File: src/rtl/wp_pkg.sv
package wp_pkg;
  localparam int UAW = 4;

  typedef enum logic [UAW-1:0] {
    U_FOP   = 4'd0,
    U_FARG  = 4'd1,
    U_DISP  = 4'd2,
    U_STORE = 4'd3,
    U_JUMP  = 4'd4,
    U_MREAD = 4'd5,
    U_MLOAD = 4'd6,
    U_HALT  = 4'd7,
    U_EXEC  = 4'd8
  } uaddr_t;

  typedef enum logic [1:0] {
    CLS_STORE = 2'd0,
    CLS_JUMP  = 2'd1,
    CLS_AIMM  = 2'd2,
    CLS_AMEM  = 2'd3
  } cls_t;

  localparam logic [3:0] FN_PASS = 4'd0;
  localparam logic [3:0] FN_ADD  = 4'd1;
  localparam logic [3:0] FN_SUB  = 4'd2;
  localparam logic [3:0] FN_AND  = 4'd3;
  localparam logic [3:0] FN_OR   = 4'd4;
  localparam logic [3:0] FN_XOR  = 4'd5;
  localparam logic [3:0] FN_NOT  = 4'd6;
  localparam logic [3:0] FN_INC  = 4'd7;

  localparam logic [2:0] CC_ALW = 3'd0;
  localparam logic [2:0] CC_ZER = 3'd1;
  localparam logic [2:0] CC_NEG = 3'd2;
  localparam logic [2:0] CC_NZ  = 3'd3;
  localparam logic [2:0] CC_RDY = 3'd4;

  // one microprogram word: 14 bits
  typedef struct packed {
    logic   asel_mar;
    logic   rd;
    logic   wr;
    logic   pc_inc;
    logic   pc_ld;
    logic   ld_op;
    logic   ld_arg;
    logic   ld_mar;
    logic   ld_acc;
    logic   disp;
    uaddr_t nxt;
  } uword_t;
endpackage

File: src/rtl/wp_alu.sv
module wp_alu #(
  parameter int DW = 12
) (
  input  logic [3:0]    fn,
  input  logic [DW-1:0] a,
  input  logic [DW-1:0] b,
  output logic [DW-1:0] y
);
  import wp_pkg::*;

  always_comb begin
    unique case (fn)
      FN_PASS: y = b;
      FN_ADD:  y = a + b;
      FN_SUB:  y = a - b;
      FN_AND:  y = a & b;
      FN_OR:   y = a | b;
      FN_XOR:  y = a ^ b;
      FN_NOT:  y = ~a;
      FN_INC:  y = a + {{(DW-1){1'b0}}, 1'b1};
      default: y = a;
    endcase
  end
endmodule

File: src/rtl/wp_cond.sv
module wp_cond #(
  parameter int DW = 12
) (
  input  logic [2:0]    cc,
  input  logic [DW-1:0] acc,
  input  logic          ready,
  output logic          ok
);
  import wp_pkg::*;

  logic is_zero;
  assign is_zero = (acc == '0);

  always_comb begin
    unique case (cc)
      CC_ALW:  ok = 1'b1;
      CC_ZER:  ok = is_zero;
      CC_NEG:  ok = acc[DW-1];
      CC_NZ:   ok = !is_zero;
      CC_RDY:  ok = ready;
      default: ok = 1'b0;
    endcase
  end
endmodule

File: src/rtl/wp_urom.sv
module wp_urom (
  input  wp_pkg::uaddr_t ua,
  output wp_pkg::uword_t uw
);
  import wp_pkg::*;

  always_comb begin
    uw = '0;
    uw.nxt = U_FOP;
    unique case (ua)
      U_FOP: begin
        uw.rd = 1'b1; uw.pc_inc = 1'b1; uw.nxt = U_FARG;
      end
      U_FARG: begin
        uw.ld_op = 1'b1; uw.rd = 1'b1; uw.pc_inc = 1'b1; uw.nxt = U_DISP;
      end
      U_DISP: begin
        uw.ld_arg = 1'b1; uw.ld_mar = 1'b1; uw.disp = 1'b1;
      end
      U_STORE: begin
        uw.asel_mar = 1'b1; uw.wr = 1'b1;
      end
      U_JUMP: begin
        uw.pc_ld = 1'b1;
      end
      U_MREAD: begin
        uw.asel_mar = 1'b1; uw.rd = 1'b1; uw.nxt = U_MLOAD;
      end
      U_MLOAD: begin
        uw.ld_arg = 1'b1; uw.nxt = U_EXEC;
      end
      U_EXEC: begin
        uw.ld_acc = 1'b1;
      end
      U_HALT: begin
        uw.nxt = U_HALT;
      end
      default: uw.nxt = U_FOP;
    endcase
  end
endmodule

File: src/rtl/wp_seq.sv
module wp_seq (
  input  logic           clk,
  input  logic           rst_ni,
  input  wp_pkg::uword_t uw,
  input  wp_pkg::cls_t   cls,
  input  logic           halt_bit,
  output wp_pkg::uaddr_t ua
);
  import wp_pkg::*;

  uaddr_t ua_q, ua_d, disp_tgt;

  always_comb begin
    unique case (cls)
      CLS_STORE: disp_tgt = U_STORE;
      CLS_JUMP:  disp_tgt = halt_bit ? U_HALT : U_JUMP;
      CLS_AIMM:  disp_tgt = U_EXEC;
      default:   disp_tgt = U_MREAD;
    endcase
    ua_d = uw.disp ? disp_tgt : uw.nxt;
  end

  always_ff @(posedge clk or negedge rst_ni) begin
    if (!rst_ni) ua_q <= U_FOP;
    else         ua_q <= ua_d;
  end

  assign ua = ua_q;


  fetch_order_chk: assert property (@(posedge clk) disable iff (!rst_ni)
    (ua_q == U_FOP) |=> (ua_q == U_FARG));


  halt_sticky_chk: assert property (@(posedge clk) disable iff (!rst_ni)
    (ua_q == U_HALT) |=> (ua_q == U_HALT));
endmodule

File: src/rtl/wp_core.sv
module wp_core #(
  parameter int DW = 12,
  parameter int AW = 12
) (
  input  logic          clk,
  input  logic          rst_n,
  output logic [AW-1:0] mem_addr,
  output logic          mem_rd,
  output logic          mem_wr,
  output logic [DW-1:0] mem_wdata,
  input  logic [DW-1:0] mem_rdata,
  input  logic [DW-1:0] io_in_data,
  output logic          io_in_take,
  output logic [DW-1:0] io_out_data,
  output logic          io_out_valid,
  input  logic          io_ready,
  output logic          halted,
  output logic [DW-1:0] acc,
  output logic [AW-1:0] pc
);
  import wp_pkg::*;

  localparam int CLS_HI = DW - 1;
  localparam int FN_HI  = DW - 3;
  localparam int CC_HI  = DW - 7;
  localparam int IO_BIT = 2;
  localparam int HL_BIT = 0;

  // reset: asynchronous assert, synchronous release
  logic [1:0] rsync_q;
  logic       rst_i;
  always_ff @(posedge clk or negedge rst_n) begin
    if (!rst_n) rsync_q <= 2'b00;
    else        rsync_q <= {rsync_q[0], 1'b1};
  end
  assign rst_i = rsync_q[1];

  logic [DW-1:0] op_q, op_d, arg_q, arg_d, acc_q, acc_d, alu_y, b_opnd;
  logic [AW-1:0] pc_q, pc_d, mar_q, mar_d;
  logic          cond_ok, io_f;
  logic          unused_bit;
  uaddr_t        ua;
  uword_t        uw;
  cls_t          cls;

  assign cls        = cls_t'(op_q[CLS_HI -: 2]);
  assign io_f       = op_q[IO_BIT];
  assign unused_bit = op_q[1];

  wp_urom u_urom (.ua(ua), .uw(uw));

  wp_seq u_seq (
    .clk(clk), .rst_ni(rst_i), .uw(uw), .cls(cls),
    .halt_bit(op_q[HL_BIT]), .ua(ua)
  );

  wp_cond #(.DW(DW)) u_cond (
    .cc(op_q[CC_HI -: 3]), .acc(acc_q), .ready(io_ready), .ok(cond_ok)
  );

  assign b_opnd = io_f ? io_in_data : arg_q;

  wp_alu #(.DW(DW)) u_alu (
    .fn(op_q[FN_HI -: 4]), .a(acc_q), .b(b_opnd), .y(alu_y)
  );

  // next-state logic
  always_comb begin
    op_d  = op_q;
    arg_d = arg_q;
    mar_d = mar_q;
    acc_d = acc_q;
    pc_d  = pc_q;
    if (uw.ld_op)  op_d  = mem_rdata;
    if (uw.ld_arg) arg_d = mem_rdata;
    if (uw.ld_mar) mar_d = mem_rdata[AW-1:0];
    if (uw.ld_acc) acc_d = alu_y;
    if (uw.pc_ld && cond_ok) pc_d = arg_q[AW-1:0];
    else if (uw.pc_inc)      pc_d = pc_q + {{(AW-1){1'b0}}, 1'b1};
  end

  // registers
  always_ff @(posedge clk or negedge rst_i) begin
    if (!rst_i) begin
      op_q  <= '0;
      arg_q <= '0;
      mar_q <= '0;
      acc_q <= '0;
      pc_q  <= '0;
    end else begin
      op_q  <= op_d;
      arg_q <= arg_d;
      mar_q <= mar_d;
      acc_q <= acc_d;
      pc_q  <= pc_d;
    end
  end

  assign mem_addr     = uw.asel_mar ? mar_q : pc_q;
  assign mem_rd       = uw.rd;
  assign mem_wr       = uw.wr && cond_ok && !io_f;
  assign mem_wdata    = acc_q;
  assign io_out_valid = uw.wr && cond_ok && io_f;
  assign io_out_data  = acc_q;
  assign io_in_take   = uw.ld_acc && io_f;
  assign halted       = (ua == U_HALT);
  assign acc          = acc_q;
  assign pc           = pc_q;


  pc_two_step_chk: assert property (@(posedge clk) disable iff (!rst_i)
    (ua == U_DISP) |-> (pc_q == $past(pc_q, 2) + {{(AW-2){1'b0}}, 2'd2}));


  acc_exec_only_chk: assert property (@(posedge clk) disable iff (!rst_i)
    !$stable(acc_q) |-> $past(ua == U_EXEC));


  halt_quiet_chk: assert property (@(posedge clk) disable iff (!rst_i)
    halted |=> (halted && !mem_rd && !mem_wr && $stable(pc_q)));


  io_no_mem_chk: assert property (@(posedge clk) disable iff (!rst_i)
    io_out_valid |-> !mem_wr);
endmodule

File: config.mk
export PLATFORM = sky130hd
export DESIGN_NAME = wp_core
export DESIGN_NICKNAME = d
export VERILOG_FILES = /design/src/rtl/wp_pkg.sv /design/src/rtl/wp_alu.sv /design/src/rtl/wp_cond.sv /design/src/rtl/wp_urom.sv /design/src/rtl/wp_seq.sv /design/src/rtl/wp_core.sv
export SDC_FILE = /design/constraint.sdc
export NUM_CORES = 1
export LEC_CHECK = 0
export BUFFER_PORTS_ARGS = -buffer_cell sky130_fd_sc_hd__buf_2
export CAP_MARGIN = 20
export CORE_MARGIN = 10
export CORE_UTILIZATION = 57
export CTS_CLUSTER_DIAMETER = 120
export DETAILED_ROUTE_END_ITERATION = 8
export HOLD_SLACK_MARGIN = 0.02
export PLACE_DENSITY_LB_ADDON = 0.3
export SYNTH_ARGS = -nofsm -noshare
export SYNTH_HDL_FRONTEND = slang
export SYNTH_SLANG_ARGS = --single-unit
File: constraint.sdc
create_clock -name clk -period 2.7 [get_ports clk]
set_input_delay 0 -clock clk [delete_from_list [all_inputs] [get_ports clk]]
set_output_delay 0 -clock clk [all_outputs]
set_load 0.05 [all_outputs]
==> metrics.md, run 1 <==
| Metric | Value |
|---|---|
| Static leakage | `0.00298 uW` |
| Fillcell total | `631` |
| Max-Cap Viols | `0` |
| Total CTS buffers | `9` |
| Skew final | `0.0106 ns` |
| Worst R2R Path Depth | `11` |
| Slew HR | `59.1%` |
| Hold wc startpoint | `io_in_data[11]` |
| Fin. max-slew vios | `0` |
| Rows | `34` |
| Clk slew on worst S/H paths | `0.08 ns` |
| GRT Util Overall | `21.8%` |
| Slowest stage delay, CP | `0.55 ns` |
| Chip height | `114 um` |
| Max IR drop VDD | `0.262 mV` |
| Largest net degree at the start of global routing | `43` |
| Post-DRT Antenna Nets | `0` |
| Syn_nets | `612` |
| Nets | `737` |
| Die area | `12900 um2` |
| R2r startpoint | `op_q[6]` |
| H-tree levels | `3` |
| Fin cells | `783` |
| CP Launch Type | `flip-flop` |
| Final setup fails | `7` |
| PortBufs | `91` |
| Register area | `1630 um2` |
| Share of layout cells above drive strength 1 | `38.2%` |
| Hpwl dp | `10400 um` |
| Final worst slack | `-0.402 ns` |
| Crit end category | `flip-flop` |
| Slowest CP cell | `or4b_4` |
| Initial antenna violation count | `0` |
| Mapped Cells | `545` |
| Post-DR vias/cell | `6.00` |
| First-pass GRT wire length | `23400 um` |
| Violated checks | `setup timing` |
| Number of I/O pins | `92` |
| CP delay by family, top | `compound AO/OA/AOI/OAI gates` |
| Worst Path Buf+Inv | `0` |
| Routability cong. | `0.907` |
| HP Class | `in2reg` |
| DRT Pass-1 Iters | `5` |
| Dominant synthesized flop cell | `dfrtp_1` |
| Final Hold Fails | `0` |
| Worst skew pair latency | `0.35 ns` |
| WL final | `14700 um` |
| Yosys cell types | `62` |
| Die width | `114 um` |
| Least-Margin Pin Slew | `0.605 ns` |
| CTS Sinks | `65` |
| DP Worst Slack | `-0.506 ns` |
| Buffer levels on the longest clock path | `2` |
| DRC Markers | `0` |
| Worst-path cell chain | `or4b_4 > or3_4 > o21ai_4 > ha_4 > a21o_1 > a221oi_2 > o21ai_2 > a31oi_2 > xnor2_1 > a211oi_1 > o31ai_1` |
| Core area | `8640 um2` |
| WL/cell | `18.7 um` |
| Area occupied by multi-input gates | `3160 um2` |
| Max FO, Critical Path | `3` |
| Post-route core utilization | `73.3%` |
| CTS tree | `done` |
| Hold endpoint | `acc[11]` |
| RSZ-0062 raised after global routing | `true` |
| F_max | `322 MHz` |
| Synth async-reset ratio | `100%` |
| R2R Setup Slk | `-0.40 ns` |
| Synth Cell Area | `5010 um2` |
| Fin crit share | `115%` |
| Clk root buf | `clkbuf_8` |
| Number of synthesized flops with an enable pin | `0` |
| Hold path depth | `5` |
| Yosys warnings | `0` |
| Number of global-route vias before repair | `4806` |
| Power per cell area | `303 nW/um2` |
| Syn_area_per_cell | `9.20 um2` |
| Register area share after synthesis | `32.4%` |
| Total power | `1920 uW` |
| Status | `finished with violations` |
| Global-route congestion overflow total | `0` |
| DRT iter0 DRCs | `217` |
| Crit Path Category | `reg2reg` |
| Inserted Diodes | `0` |
| Arr. time, crit path | `3.33 ns` |
| FF+latch count, synth | `65` |
| Reg2Reg Capture Point | `acc[9]` |
| Area delta synth->final | `26.2%` |
| Initial Utilization | `58.1%` |
| Cells after DPL | `747` |
| Post-layout min period | `3.10 ns` |
| Required @ worst endpoint | `2.92 ns` |
| Vias | `4699` |
## worst max path at each step
| stage | startpoint | end | cells past startpoint |
|---|---|---|---|
| 2_1_floorplan | acc[3] | io_out_valid | 4 |
| 3_3_place_gp | op_q[6] | acc[9] | 12 |
| 3_5_place_dp | op_q[6] | acc[9] | 12 |
| 4_1_cts | op_q[6] | acc[9] | 12 |
| 5_1_grt | op_q[6] | acc[9] | 11 |
| 6_report | op_q[6] | acc[9] | 11 |
## cell families (layout without fill, tap and decap cells)
logic type,Yosys count,count (layout),synth area share [%]
simple gates,141,141,14.7
mux,60,60,13.3
fa+ha+maj,40,40,10.1
xor+xnor,12,12,2.10
flops,65,65,32.4
other cells,1,1,0.0748
compound gates,145,145,19.2
buf+inv,81,211,8.13
## worst min-delay path: cells and delay by family
kind / cells / cell delay, ns
compound gates: 2 / 0.22
mux: 1 / 0.08
buf+inv: 2 / 0.21
## flip-flops by register name, indices dropped and copies added, names as in the netlist
register,count
acc,12
arg_q,12
mar_q,12
op_q,11
pc,12
rsync_q,2
u_seq.ua,4
## power by group
part | internal, uW | switching (uW)
logic | 30.5 | 31.4
registers | 974 | 6.75
clock network | 435 | 439
## layer usage
metal  vias up  part of all wire, %  track usage (%)
met5         -                    0                0
met1      2246                   40             25.0
met3        40                  7.5             5.41
met2       199                   50             37.5
met4         0                  2.7             9.69
li1       2214                    -                -
## cells in the final DEF, fill, tap and decap left out, types with 3 or more instances in the layout
cell type / Yosys / layout
or3_1: 5 / 4
mux2i_1: 10 / 7
nand4_1: 3 / 3
o22a_1: 4 / 4
buf_6: 1 / 5
xnor2_1: 7 / 7
o21ai_2: 1 / 5
dlygate4sd3_1: 0 / 14
a21oi_1: 32 / 29
a311oi_1: 7 / 7
a31oi_1: 7 / 6
buf_4: 25 / 55
nand2b_1: 8 / 8
mux2_2: 48 / 48
nand3_1: 14 / 11
and3_1: 5 / 4
o211ai_1: 9 / 9
nor4_1: 4 / 3
xor2_1: 5 / 5
clkbuf_8: 0 / 9
o221ai_1: 9 / 7
o21a_1: 7 / 7
mux2i_2: 1 / 4
ha_1: 39 / 36
nor2b_1: 10 / 9
buf_2: 2 / 90
nand2_1: 45 / 45
nor3_1: 9 / 9
a22oi_1: 7 / 7
o21ai_1: 13 / 20
nor2_1: 23 / 23
inv_1: 27 / 27
dfrtp_1: 65 / 63
o21ai_0: 25 / 13
a21o_1: 5 / 5
## cell usage after synthesis (3+ instances only)
cell / n / area (um2)
xnor2_1: 7 / 61.3
buf_4: 25 / 188
ha_1: 39 / 488
and3_1: 5 / 31.3
inv_1: 27 / 101
o21a_1: 7 / 52.6
o21ai_0: 25 / 125
nor2_1: 23 / 86.3
nor3b_1: 3 / 22.5
nand3_1: 14 / 70.1
nand2b_1: 8 / 50.1
a21o_1: 5 / 37.5
clkbuf_1: 23 / 86.3
o21ai_1: 13 / 65.1
a311oi_1: 7 / 61.3
dfrtp_1: 65 / 1630
o221ai_1: 9 / 78.8
nand4_1: 3 / 18.8
o211ai_1: 9 / 67.6
mux2_2: 48 / 541
mux2i_1: 10 / 100
a31oi_1: 7 / 43.8
o22a_1: 4 / 35.0
a21oi_1: 32 / 160
nand2_1: 45 / 169
nor3_1: 9 / 45.0
nor4_1: 4 / 25.0
a22oi_1: 7 / 52.6
nor2b_1: 10 / 62.6
xor2_1: 5 / 43.8
or3_1: 5 / 31.3
## through the flow
step,TNS [ns],cell area [um2],hold WS (ns)
global route,-3.00,6330,0.231
detailed placement,-2.47,5750,-0.213
global placement,-2.10,5750,-0.215
CTS,-1.82,6200,0.186
finish,-1.95,6330,0.197
floorplan,-3.33,5050,-0.296
## area by class of cell
type	count	area share (%)
clock buffer	9	1.96
clock inverter	7	1.23
inverter	29	1.72
multi-input combinational	399	49.9
sequential	65	25.7
tap	108	2.13
timing repair buffer	166	17.4
## timing repair
action | CTS | global route
hold endpoints to repair | 37 | 0
setup buffers | 3 | 4
pin swaps | 9 | 13
setup endpoints to repair | 8 | 10
gates resized for setup | 21 | 24
hold buffers | 14 | 0
Note: power is estimated with default switching activity, not from simulation.
==> run 2, diff against run 1 <==
--- a/config.mk
+++ b/config.mk
@@ -8,7 +8,8 @@
 export BUFFER_PORTS_ARGS = -buffer_cell sky130_fd_sc_hd__buf_2
 export CAP_MARGIN = 20
 export CORE_MARGIN = 10
-export CORE_UTILIZATION = 57
+export CORE_UTILIZATION = 58
+export CTS_BUF_LIST = sky130_fd_sc_hd__clkbuf_4 sky130_fd_sc_hd__clkbuf_8
 export CTS_CLUSTER_DIAMETER = 120
 export DETAILED_ROUTE_END_ITERATION = 8
 export HOLD_SLACK_MARGIN = 0.02
@@ -16,3 +17,4 @@
 export SYNTH_ARGS = -nofsm -noshare
 export SYNTH_HDL_FRONTEND = slang
 export SYNTH_SLANG_ARGS = --single-unit
+export TNS_END_PERCENT = 10
==> metrics.md, run 2 (same netlist as run 1, synthesis figures left out) <==
| Metric | Value |
|---|---|
| Status | `finished with violations` |
| Violated checks | `setup timing` |
| Die area | `12800 um2` |
| First-pass GRT wire length | `24300 um` |
| Static leakage | `0.00295 uW` |
| Chip height | `113 um` |
| HP Class | `reg2async` |
| Global-route congestion overflow total | `0` |
| DP Worst Slack | `-0.683 ns` |
| Required @ worst endpoint | `2.96 ns` |
| Max FO, Critical Path | `4` |
| Reg2Reg Capture Point | `acc[9]` |
| Commonest non-fill, non-tap cell in the layout | `buf_2` |
| Area delta synth->final | `23.4%` |
| Power per cell area | `305 nW/um2` |
| Hpwl dp | `10900 um` |
| RSZ-0062 raised after global routing | `true` |
| F_max | `304 MHz` |
| Routability cong. | `0.938` |
| Fin crit share | `122%` |
| DRT Pass-1 Iters | `4` |
| Number of global-route vias before repair | `4882` |
| CTS Sinks | `65` |
| Inserted Diodes | `0` |
| Vias | `4773` |
| Clk slew on worst S/H paths | `0.08 ns` |
| GRT Util Overall | `22.6%` |
| Nets | `734` |
| Crit end category | `flip-flop` |
| Core area | `8300 um2` |
| Worst-path cell chain | `or4b_4 > or3_4 > nand3_2 > o21ai_4 > ha_4 > a21o_1 > a221oi_2 > o21ai_2 > a31oi_2 > xnor2_1 > a211oi_1 > o31ai_1` |
| Initial antenna violation count | `0` |
| WL/cell | `19.0 um` |
| Worst R2R Path Depth | `12` |
| Final setup fails | `9` |
| CTS tree | `done` |
| R2R Setup Slk | `-0.59 ns` |
| DRT iter0 DRCs | `259` |
| Die width | `113 um` |
| WL final | `14700 um` |
| Post-DR vias/cell | `6.15` |
| CP Launch Type | `flip-flop` |
| Max IR drop VDD | `0.239 mV` |
| Slew HR | `58.8%` |
| Total negative slack | `-3.09 ns` |
| Most frequent cells in the layout | `buf_2 (90), dfrtp_1 (63), buf_4 (56), mux2_2 (48), nand2_1 (45)` |
| PortBufs | `91` |
| Post-layout min period | `3.29 ns` |
| Skew final | `0.0184 ns` |
| Final worst slack | `-0.589 ns` |
| Share of layout cells above drive strength 1 | `36.1%` |
| Arr. time, crit path | `3.55 ns` |
| Rows | `33` |
| H-tree levels | `3` |
| Number of I/O pins | `92` |
| Buffer levels on the longest clock path | `2` |
| Slowest stage delay, CP | `0.54 ns` |
| Final Hold Fails | `0` |
| Initial Utilization | `60.4%` |
| Fin. max-slew vios | `0` |
| Least-Margin Pin Slew | `0.617 ns` |
| Max-Cap Viols | `0` |
| Slowest CP cell | `or4b_4` |
| Largest net degree at the start of global routing | `49` |
| Clk root buf | `clkbuf_8` |
| Total CTS buffers | `9` |
| Crit Path Category | `reg2reg` |
| R2r startpoint | `op_q[8]` |
| DRC Markers | `0` |
| Post-DRT Antenna Nets | `0` |
| Worst skew pair latency | `0.35 ns` |
-- run 2: what timing repair did --
| item | 4_1_cts | 5_1_grt |
|---|---|---|
| pin swaps | 10 | 7 |
| setup endpoints to repair | 9 | 12 |
| gates resized for setup | 15 | 15 |
| setup buffers | 0 | 1 |
| hold buffers | 14 | 0 |
| hold endpoints to repair | 37 | 0 |
-- run 2: routing by layer --
metal / routed length, um / vias to the layer above / global-route usage (%)
li1: - / 2203 / -
met1: 5780 / 2336 / 26.2
met2: 7380 / 201 / 39.4
met3: 1110 / 33 / 4.44
met4: 459 / 0 / 9.90
met5: 0 / - / 0
-- run 2: cell type report --
cell class | count | area (um2)
clock buffer | 10 | 131
clock inverter | 5 | 57.6
fill | 584 | 2110
multi-input combinational | 399 | 3070
tap | 105 | 131
inverter | 29 | 109
sequential | 65 | 1630
timing repair buffer | 163 | 1050
-- run 2: per-stage QoR --
step / std cells / hold WS, ns / area, um2 / power, uW / utilization, %
5_1_grt: 776 / 0.241 / 6190 / 1930 / 74.5
3_3_place_gp: 746 / -0.215 / 5750 / 1050 / 69.3
4_1_cts: 775 / 0.203 / 6120 / 1890 / 73.8
3_5_place_dp: 746 / -0.213 / 5750 / 1050 / 69.3
6_report: 776 / 0.210 / 6190 / 1890 / 74.5
2_1_floorplan: 545 / -0.296 / 5020 / 1010 / -
-- run 2: worst max-delay path: cells and delay by family, from the launching register on --
family	cells	cell delay [ns]
adders and majority gates	1	0.22
and+or+nand+nor	3	1.07
xor gates and xnor gates	1	0.15
DFF	1	0.40
AOI/OAI and AO/OA	7	1.37
-- run 2: worst max-delay path by stage --
stage / start / end / slack [ns]
final: op_q[8] / acc[9] / -0.59
after global placement: op_q[6] / acc[11] / -0.56
after global routing: op_q[2] / acc[9] / -0.65
after floorplan: acc[3] / io_out_valid / -0.62
after detailed placement: op_q[6] / acc[9] / -0.68
after CTS: op_q[6] / acc[9] / -0.48
-- run 2: report_power, final --
part / switching, uW / internal, uW
clock: 409 / 432
combinational: 34.8 / 30.6
sequential: 5.67 / 974
total: 449 / 1440
